==> src/rtl/ptw_pkg.sv <==
package ptw_pkg;
    localparam int VA_W    = 32;
    localparam int OFF_W   = 12;
    localparam int IDX_W   = 10;
    localparam int VPN_W   = 2 * IDX_W;
    localparam int PPN_W   = 18;
    localparam int PA_W    = PPN_W + OFF_W;
    localparam int PTE_W   = 32;
    localparam int RES_BIT = PTE_W - 1;

    typedef enum logic [2:0] {
        ST_IDLE,
        ST_LOOKUP,
        ST_ROOT_REQ,
        ST_ROOT_WAIT,
        ST_LEAF_REQ,
        ST_LEAF_WAIT,
        ST_RESP
    } walk_state_t;
endpackage

==> src/rtl/ptw_tcache.sv <==
module ptw_tcache #(
    parameter int ENTRIES = 8,
    parameter int TAG_W   = 20,
    parameter int DATA_W  = 18
) (
    input  logic              clk,
    input  logic              rst_n,
    input  logic              flush,
    input  logic [TAG_W-1:0]  lk_tag,
    output logic              lk_hit,
    output logic [DATA_W-1:0] lk_data,
    input  logic              fill_en,
    input  logic [TAG_W-1:0]  fill_tag,
    input  logic [DATA_W-1:0] fill_data
);
    localparam int PTR_W = (ENTRIES > 1) ? $clog2(ENTRIES) : 1;
    localparam logic [PTR_W-1:0] LAST = PTR_W'(ENTRIES - 1);

    logic [ENTRIES-1:0] vld;
    logic [ENTRIES-1:0] hit_vec;
    logic [TAG_W-1:0]   tags  [ENTRIES];
    logic [DATA_W-1:0]  datas [ENTRIES];
    logic [PTR_W-1:0]   ptr;

    genvar g;
    generate
        for (g = 0; g < ENTRIES; g++) begin : g_cmp
            assign hit_vec[g] = vld[g] && (tags[g] == lk_tag);
        end
    endgenerate

    always_comb begin
        lk_data = '0;
        for (int i = 0; i < ENTRIES; i++) begin
            if (hit_vec[i]) lk_data = lk_data | datas[i];
        end
        lk_hit = |hit_vec;
    end

    always_ff @(posedge clk) begin
        if (!rst_n) begin
            vld <= '0;
            ptr <= '0;
        end else if (flush) begin
            vld <= '0;
            ptr <= '0;
        end else if (fill_en) begin
            vld[ptr] <= 1'b1;
            ptr      <= (ptr == LAST) ? '0 : PTR_W'(ptr + 1'b1);
        end
    end

    always_ff @(posedge clk) begin
        if (fill_en && !flush) begin
            tags[ptr]  <= fill_tag;
            datas[ptr] <= fill_data;
        end
    end

    assert_onehot_hit_R9: assert property (@(posedge clk) disable iff (!rst_n)
        $onehot0(hit_vec));

    assert_flush_empties_R10: assert property (@(posedge clk) disable iff (!rst_n)
        flush |=> (vld == '0));
endmodule

==> src/rtl/ptw_walk_fsm.sv <==
module ptw_walk_fsm
    import ptw_pkg::*;
(
    input  logic             clk,
    input  logic             rst_n,
    input  logic [PPN_W-1:0] root_base,
    input  logic             req_valid,
    output logic             req_ready,
    input  logic [VA_W-1:0]  req_vaddr,
    output logic             rsp_valid,
    output logic [PA_W-1:0]  rsp_paddr,
    output logic             rsp_fault,
    output logic             mem_req,
    output logic [PA_W-1:0]  mem_addr,
    input  logic             mem_rvalid,
    input  logic [PTE_W-1:0] mem_rdata,
    output logic [VPN_W-1:0] lk_tag,
    input  logic             lk_hit,
    input  logic [PPN_W-1:0] lk_data,
    output logic             fill_en,
    output logic [VPN_W-1:0] fill_tag,
    output logic [PPN_W-1:0] fill_data
);
    walk_state_t state, state_nx;

    logic [VA_W-1:0]  va_q;
    logic [PPN_W-1:0] mid_ppn_q;
    logic [PA_W-1:0]  paddr_q;
    logic             fault_q;

    logic [VPN_W-1:0] vpn;
    logic [IDX_W-1:0] idx_root, idx_leaf;
    logic [OFF_W-1:0] off;
    logic             pte_res;
    logic [PPN_W-1:0] pte_ppn;
    logic             pte_unused;
    logic             is_page0;

    assign vpn        = va_q[VA_W-1:OFF_W];
    assign idx_root   = va_q[VA_W-1:OFF_W+IDX_W];
    assign idx_leaf   = va_q[OFF_W+IDX_W-1:OFF_W];
    assign off        = va_q[OFF_W-1:0];
    assign pte_res    = mem_rdata[RES_BIT];
    assign pte_ppn    = mem_rdata[PPN_W-1:0];
    assign pte_unused = ^mem_rdata[RES_BIT-1:PPN_W];
    assign is_page0   = (vpn == '0);

    // State register
    always_ff @(posedge clk) begin
        if (!rst_n) state <= ST_IDLE;
        else        state <= state_nx;
    end

    // Next-state logic
    always_comb begin
        state_nx = state;
        unique case (state)
            ST_IDLE:      if (req_valid) state_nx = ST_LOOKUP;
            ST_LOOKUP:    state_nx = (is_page0 || lk_hit) ? ST_RESP : ST_ROOT_REQ;
            ST_ROOT_REQ:  state_nx = ST_ROOT_WAIT;
            ST_ROOT_WAIT: if (mem_rvalid) state_nx = pte_res ? ST_LEAF_REQ : ST_RESP;
            ST_LEAF_REQ:  state_nx = ST_LEAF_WAIT;
            ST_LEAF_WAIT: if (mem_rvalid) state_nx = ST_RESP;
            ST_RESP:      state_nx = ST_IDLE;
            default:      state_nx = ST_IDLE;
        endcase
    end

    // Datapath registers
    always_ff @(posedge clk) begin
        if (!rst_n) begin
            va_q      <= '0;
            mid_ppn_q <= '0;
            paddr_q   <= '0;
            fault_q   <= 1'b0;
        end else begin
            case (state)
                ST_IDLE: if (req_valid) va_q <= req_vaddr;
                ST_LOOKUP: begin
                    fault_q <= 1'b0;
                    if (is_page0) paddr_q <= {{PPN_W{1'b0}}, off};
                    else if (lk_hit) paddr_q <= {lk_data, off};
                end
                ST_ROOT_WAIT: if (mem_rvalid) begin
                    if (pte_res) mid_ppn_q <= pte_ppn;
                    else begin
                        fault_q <= 1'b1;
                        paddr_q <= '0;
                    end
                end
                ST_LEAF_WAIT: if (mem_rvalid) begin
                    if (pte_res) paddr_q <= {pte_ppn, off};
                    else begin
                        fault_q <= 1'b1;
                        paddr_q <= '0;
                    end
                end
                default: ;
            endcase
        end
    end

    // Outputs
    always_comb begin
        req_ready = (state == ST_IDLE);
        rsp_valid = (state == ST_RESP);
        rsp_paddr = paddr_q;
        rsp_fault = fault_q;
        mem_req   = (state == ST_ROOT_REQ) || (state == ST_LEAF_REQ);
        mem_addr  = (state == ST_ROOT_REQ) ? {root_base, idx_root, 2'b00}
                                           : {mid_ppn_q, idx_leaf, 2'b00};
        lk_tag    = vpn;
        fill_en   = (state == ST_LEAF_WAIT) && mem_rvalid && pte_res;
        fill_tag  = vpn;
        fill_data = pte_ppn;
    end

    assert_rsp_pulse_R12: assert property (@(posedge clk) disable iff (!rst_n)
        rsp_valid |=> !rsp_valid);

    assert_single_read_R11: assert property (@(posedge clk) disable iff (!rst_n)
        mem_req |=> !mem_req);

    assert_hit_no_read_R8: assert property (@(posedge clk) disable iff (!rst_n)
        (state == ST_LOOKUP && lk_hit) |=> !mem_req);

    assert_page0_identity_R7: assert property (@(posedge clk) disable iff (!rst_n)
        (rsp_valid && is_page0) |-> (!rsp_fault && rsp_paddr[PA_W-1:OFF_W] == '0));
endmodule

==> src/rtl/pgwalk_top.sv <==
module pgwalk_top
    import ptw_pkg::*;
#(
    parameter int TC_ENTRIES = 8
) (
    input  logic             clk,
    input  logic             rst_n,
    input  logic             flush,
    input  logic [PPN_W-1:0] root_base,
    input  logic             req_valid,
    output logic             req_ready,
    input  logic [VA_W-1:0]  req_vaddr,
    output logic             rsp_valid,
    output logic [PA_W-1:0]  rsp_paddr,
    output logic             rsp_fault,
    output logic             mem_req,
    output logic [PA_W-1:0]  mem_addr,
    input  logic             mem_rvalid,
    input  logic [PTE_W-1:0] mem_rdata
);
    logic [VPN_W-1:0] lk_tag, fill_tag;
    logic [PPN_W-1:0] lk_data, fill_data;
    logic             lk_hit, fill_en;

    ptw_walk_fsm u_fsm (
        .clk        (clk),
        .rst_n      (rst_n),
        .root_base  (root_base),
        .req_valid  (req_valid),
        .req_ready  (req_ready),
        .req_vaddr  (req_vaddr),
        .rsp_valid  (rsp_valid),
        .rsp_paddr  (rsp_paddr),
        .rsp_fault  (rsp_fault),
        .mem_req    (mem_req),
        .mem_addr   (mem_addr),
        .mem_rvalid (mem_rvalid),
        .mem_rdata  (mem_rdata),
        .lk_tag     (lk_tag),
        .lk_hit     (lk_hit),
        .lk_data    (lk_data),
        .fill_en    (fill_en),
        .fill_tag   (fill_tag),
        .fill_data  (fill_data)
    );

    ptw_tcache #(
        .ENTRIES (TC_ENTRIES),
        .TAG_W   (VPN_W),
        .DATA_W  (PPN_W)
    ) u_tcache (
        .clk       (clk),
        .rst_n     (rst_n),
        .flush     (flush),
        .lk_tag    (lk_tag),
        .lk_hit    (lk_hit),
        .lk_data   (lk_data),
        .fill_en   (fill_en),
        .fill_tag  (fill_tag),
        .fill_data (fill_data)
    );
endmodule

==> config.mk <==
export PLATFORM = sky130hd
export DESIGN_NAME = pgwalk_top
export DESIGN_NICKNAME = d
export VERILOG_FILES = /design/src/rtl/ptw_pkg.sv /design/src/rtl/ptw_tcache.sv /design/src/rtl/ptw_walk_fsm.sv /design/src/rtl/pgwalk_top.sv
export SDC_FILE = /design/constraint.sdc
export NUM_CORES = 1
export LEC_CHECK = 0
export BUFFER_PORTS_ARGS = -buffer_cell sky130_fd_sc_hd__buf_2
export CORE_UTILIZATION = 33
export CTS_CLUSTER_DIAMETER = 80
export DETAILED_ROUTE_END_ITERATION = 8
export HOLD_SLACK_MARGIN = 0.1
export PLACE_DENSITY = 0.52
export SETUP_SLACK_MARGIN = 0.5
export SYNTH_ARGS = -nofsm -noshare
export SYNTH_HDL_FRONTEND = slang
export SYNTH_SLANG_ARGS = --single-unit
==> constraint.sdc <==
create_clock -name clk -period 16.7 [get_ports clk]
set_input_delay 2.505 -clock clk [delete_from_list [all_inputs] [get_ports clk]]
set_output_delay 2.505 -clock clk [all_outputs]
set_load 0.05 [all_outputs]
==> Word-level counts from Yosys, hierarchy flattened <==
Memories as Yosys holds them, arrays and structs flattened.
Index checks and enable logic that the tools add are counted.
{ "totals": {"register_bits": 95, "output_inout_bits": 64, "wordCells": 100, "memories": 2, "ram_bits": 304} }
{ "op_classes": {"reduce_logical": 27, "bitwise_logic": 9, "n_lt_le_gt_ge": 2, "muxes": 30, "n_addsub": 1, "n_eq_ne": 22} }
{ "mem_list": {"columns": ["memory", "depth", "word_bits", "rd", "rd_clocked_by_memory_dff", "wr", "line_no", "rtl"], "rows": [
  ["u_tcache.tags", 8, 20, 8, 0, 1, "ptw_tcache.sv:21", "logic [TAG_W-1:0] tags [ENTRIES];"],
  ["u_tcache.datas", 8, 18, 8, 0, 1, "ptw_tcache.sv:22", "logic [DATA_W-1:0] datas [ENTRIES];"]
]} }
{ "ops": {"columns": ["op", "n"], "rows": [
  ["30-bit 2-to-1 mux", 7],
  ["20-bit == test", 8],
  ["18-bit 2-to-1 mux", 8],
  ["18-bit bitwise OR", 7],
  ["30-bit one-hot mux with 3 select lines", 1],
  ["20-bit logical NOT", 1],
  ["3-bit one-hot mux with 6 select lines", 1],
  ["3-bit 2-to-1 mux", 5],
  ["3-bit == test, second input constant", 4],
  ["1-bit logical AND", 12],
  ["2-bit inequality test, second input constant", 5],
  ["3-bit AND reduction", 3],
  ["8-bit bitwise OR", 1],
  ["8-bit OR reduction", 1],
  ["3-bit by 2-bit == test with 1-bit output, second input constant", 2],
  ["1-bit 2-to-1 mux", 5],
  ["5-bit AND reduction", 1],
  ["3-bit by 4-bit < comparator with 1-bit output, second input constant", 1],
  ["2-bit OR reduction", 2],
  ["3-bit by 1-bit adder with 3-bit output, second input constant", 1],
  ["1-bit demux with 3-bit select", 1],
  ["3-bit by 1-bit == test with 1-bit output, second input constant", 1],
  ["3-bit by 1-bit greater-or-equal comparator with 1-bit output, second input constant", 1],
  ["3-bit logical NOT", 1],
  ["other kinds (10)", 11]
]} }

==> Longest topological paths before layout <==
An unclocked memory read counts as a cell.
{ "logic_depth": {"ltp_word": 21, "depth_mapped": 10} }

==> Modules after synthesis <==
A second synthesis with hierarchy kept.
{ "hier_totals": {"hier_cells": 1385, "hier_area_um2": 17849.6} }
{ "modules_own_cells": {"columns": ["mod", "seq_area_each_um2", "cells_per_inst", "n_inst", "area_each_um2"], "rows": [
  ["ptw_tcache", 9349.0, 889, 1, 13585.5],
  ["ptw_walk_fsm", 1681.6, 496, 1, 4264.1]
]} }

==> Least setup slack after synthesis <==
Ideal clock, no wire load.
{ "synth_path": {"path_type": "input-to-reg", "start": "input port mem_rdata[31]", "end": "memory u_tcache.datas[4][0] (enable)", "arrival_time_ns": 6.803, "path_stages": 5, "setup_time_ns": 0.528, "setup_slack_ns": 9.369, "path_buffers": 1, "cell_sequence": "nand2_1 nor2_1 clkbuf_1 nand2_1 nor4_1"} }
{ "synth_via": {"elab_chain_cells": 4} }
{ "synth_lines": {"columns": ["element", "line_no", "rtl"], "rows": [
  ["start, declared", "pgwalk_top.sv:19", "input logic [PTE_W-1:0] mem_rdata"],
  ["1-bit logical AND", "ptw_walk_fsm.sv:113", "fill_en = (state == ST_LEAF_WAIT) && mem_rvalid && pte_res;"],
  ["1-bit logical AND", "ptw_tcache.sv:54", "if (fill_en && !flush) begin"],
  ["1-bit 2-to-1 mux", "ptw_tcache.sv:54", null],
  ["1-bit 2-to-1 mux (not written as such)", "ptw_tcache.sv:56", "datas[ptr] <= fill_data;"],
  ["end, declared", "ptw_tcache.sv:22", null]
]} }
Every way passes these cells.

==> Final worst setup path <==
{ "layout_path": {"start": "input port root_base[7]", "end": "output port mem_addr[19]"} }
{ "layout_via": {"elab_chain_cells": 1} }
{ "layout_lines": {"columns": ["element", "line_no", "rtl"], "rows": [
  ["start, declared", "pgwalk_top.sv:9", "input logic [PPN_W-1:0] root_base,"],
  ["30-bit 2-to-1 mux", "ptw_walk_fsm.sv:110", "mem_addr = (state == ST_ROOT_REQ) ? {root_base, idx_root, 2'b00}"],
  ["end, declared", "pgwalk_top.sv:17", "output logic [PA_W-1:0] mem_addr,"]
]} }
Every way passes these cells.

==> impl_metrics.toml <==
[global_routing]
globalRoute.totalOverflow = 0
grt_usage_pct = 17.4
first_global_vias = 10391
grt_start_max_net_pins = 53
antenna_found_initial = 2
wire_length_of_the_first_global_routing_pass_mm = 66.0

[synth]
yosys_register_bits = 399
synth_top_area_cell = "sky130_fd_sc_hd__edfxtp_1"
async_reset_ff_share_pct = 0
postSynthCellCount = 1227
synth_cell_types = 53
synth_top_area_share_pct = 55.4
yosys_warnings = 0
synth-seq-area-share_pct = 66.9
synth_top_cells_by_count = "sky130_fd_sc_hd__edfxtp_1, sky130_fd_sc_hd__nand2_1, sky130_fd_sc_hd__xor2_1, sky130_fd_sc_hd__dfxtp_1, sky130_fd_sc_hd__a22oi_1"
synth.most_common_cell = "sky130_fd_sc_hd__edfxtp_1"
postSynth.topFlopCell = "sky130_fd_sc_hd__edfxtp_1"
mappedNetlistArea_mm2 = 0.0165
synth_edf_count = 304
netlist_top_cells_area = "sky130_fd_sc_hd__edfxtp_1, sky130_fd_sc_hd__dfxtp_1, sky130_fd_sc_hd__xor2_1, sky130_fd_sc_hd__nand2_1, sky130_fd_sc_hd__a22oi_1"
synthesis.area_per_instance_um2 = 13.4

[detailed_routing]
drt_first_iter_violations = 711
route.antenna.remaining_nets = 0
dr_total_vias = 10568
detailed_routed_wire_length_on_met3_mm = 3.32
post_drt_wl_per_cell_um = 21.2
drt_first_pass_iters = 5
drt-met1-wl_mm = 21.6
route.met2.wl_mm = 18.7
detail_route.vias_per_cell = 5.08
remaining_drc_errors = 0
dr.max_layer_used = "met5"
drt-total-wl_mm = 44.2

[clocking]
cts_resized = 0
post-cts-setup-buffer-count = 0
clock_sinks = 399
max-clock-path-buffers = 3
clock_tree_root_driver_cell = "sky130_fd_sc_hd__clkbuf_16"
cts_hold_repair.buffers = 0
worstSkewPairLatency_ps = 540
clkTransAtPathRegs_ps = 60
cts_made_buffers = 43
tritoncts = "done"
h-tree-depth = 2

[power]
power_leakage_uw = 0.00694
worst_ir_drop_vdd_mv = 0.0657
power_per_cell_area_mw_per_mm2 = 114

[die]
top_level_ports = 151
placementRows = 81
floorplan.initialDensity_pct = 33.5
die_w_um = 226
design.die.area_mm2 = 0.0509
placeableCoreArea_mm2 = 0.0492
dieHeight_um = 226

[critical_path]
worst-path-max-fanout = 1
path_class = "in -> out"
worst_setup_path_start_kind = "primary input"
critical_path.endpoint_type = "primary output"
worstRegToRegCells = 9
cp_data_arrival_time_ps = 3070
crit_required_ps = 14200

[timing]
final_critical_path_share_of_the_clock_period_pct = 33.4
timing_hold_violations_final = 0
worstMarginPinSlew_ps = 1210
finalWorstPathRequiredPeriod_ps = 5580
clock-skew-final_ps = 14.2
setup_viol = 0
slew_viol_final = 0
worst_slew_margin_rel_pct = 19.2
setup_repair_after_global_routing_missed_its_margin = "no"
fin_setup_tns_ps = 0
hold_slack_ps = 454
achievable-frequency_mhz = 179

[placement]
port_buffers = 135
placed_cell_area_mm2 = 0.0180
placer_congestion = 0.767
place.detailed.instances = 2001
detailed_place_hpwl_mm = 26.3

[cells_and_area]
nNetsFinal = 1471
fin_area_mm2 = 0.0194
syn_to_final_growth_pct = 17.5
fraction_of_final_layout_cells_with_drive_strength_greater_than_1_pct = 21.5
fill_cells = 4677
final_util_pct = 39.4
final_cell_count_no_fill = 2081

[min_path]
hold_path_depth = 2
hp-class = "reg -> reg"

[outcome]
status = "finished, final reports clean"

[run]
max_cap_viol_count = 0
==> cells in the final DEF, fill, tap and decap left out, drive strengths merged, types with 4 or more instances in the layout <==
| cell type | count |
|---|---|
| edfxtp | 304 |
| buf | 182 |
| nand2 | 160 |
| xor2 | 135 |
| dfxtp | 95 |
| a22oi | 72 |
| a21oi | 62 |
| clkbuf | 61 |
| nor4 | 51 |
| mux2 | 28 |
| nor2 | 27 |
| xnor2 | 25 |
| a31oi | 21 |
| or3 | 21 |
| o311ai | 19 |
| a41o | 18 |
| or2 | 18 |
| nor3 | 17 |
| nand4 | 16 |
| clkinv | 16 |
| mux2i | 12 |
| nand3 | 10 |
| inv | 6 |
| nand3b | 4 |
| or4 | 4 |
==> where the power goes <==
group,internal [uW],leakage (uW),switching [uW]
registers,1080,0.00354,9.35
clock network,533,0.000655,377
logic,61.1,0.00275,147
==> registers in the layout (all words and copies together), names as in the netlist <==
register	count
u_tcache.ptr	3
u_fsm.mid_ppn_q	18
u_fsm.rsp_paddr	30
u_fsm.va_q	32
u_fsm.rsp_fault	1
u_fsm.state	3
u_tcache.vld	8
u_tcache.tags	160
u_tcache.datas	144
==> layout make-up <==
| type | count | area, um2 | share of cell area, % |
|---|---|---|---|
| Tap cell | 664 | 831 | 4.29 |
| Clock inverter | 18 | 133 | 0.685 |
| Inverter | 6 | 22.5 | 0.116 |
| Sequential cell | 399 | 11000 | 56.9 |
| Clock buffer | 61 | 1210 | 6.23 |
| Multi-Input combinational cell | 750 | 5120 | 26.4 |
| Timing Repair Buffer | 182 | 1030 | 5.31 |
| Antenna cell | 1 | 2.50 | 0.0129 |
==> worst max-delay path, stage by stage <==
cell	delay, ps
sky130_fd_sc_hd__buf_2	90
sky130_fd_sc_hd__mux2_2	260
sky130_fd_sc_hd__buf_2	210
==> final timing paths <==
check                 startpoint                   to  slack [ps]
setup / recovery    root_base[7]         mem_addr[19]       11120
hold / removal     u_fsm.va_q[0]        u_fsm.va_q[0]         450
setup reg to reg  u_fsm.va_q[31]  u_fsm.rsp_paddr[18]       13240
hold reg to reg    u_fsm.va_q[0]        u_fsm.va_q[0]         450
==> per-stage QoR <==
stage / setup WS, ps / power [uW]
5_1_grt: 11100 / 2280
3_3_place_gp: 11120 / 1320
4_1_cts: 11120 / 2230
6_report: 11120 / 2210
2_1_floorplan: 9370 / 1250
3_5_place_dp: 11120 / 1320
==> cells by family after synthesis <==
kind of cell / count (synthesis) / synth area share [%]
compound gates: 202 / 8.58
xor+xnor: 160 / 8.54
fa+ha+maj: 2 / 0.152
buf+inv: 79 / 2.76
flops: 399 / 66.9
mux: 40 / 2.64
other cells: 1 / 0.0227
simple gates: 344 / 10.4
==> per-layer routing <==
metal / vias to the layer above / global-route usage [%]
li1: 4927 / -
met1: 5217 / 26.3
met2: 374 / 25.2
met3: 48 / 3.82
met4: 2 / 3.49
met5: - / 0
Power figures use the tool's default switching activity.
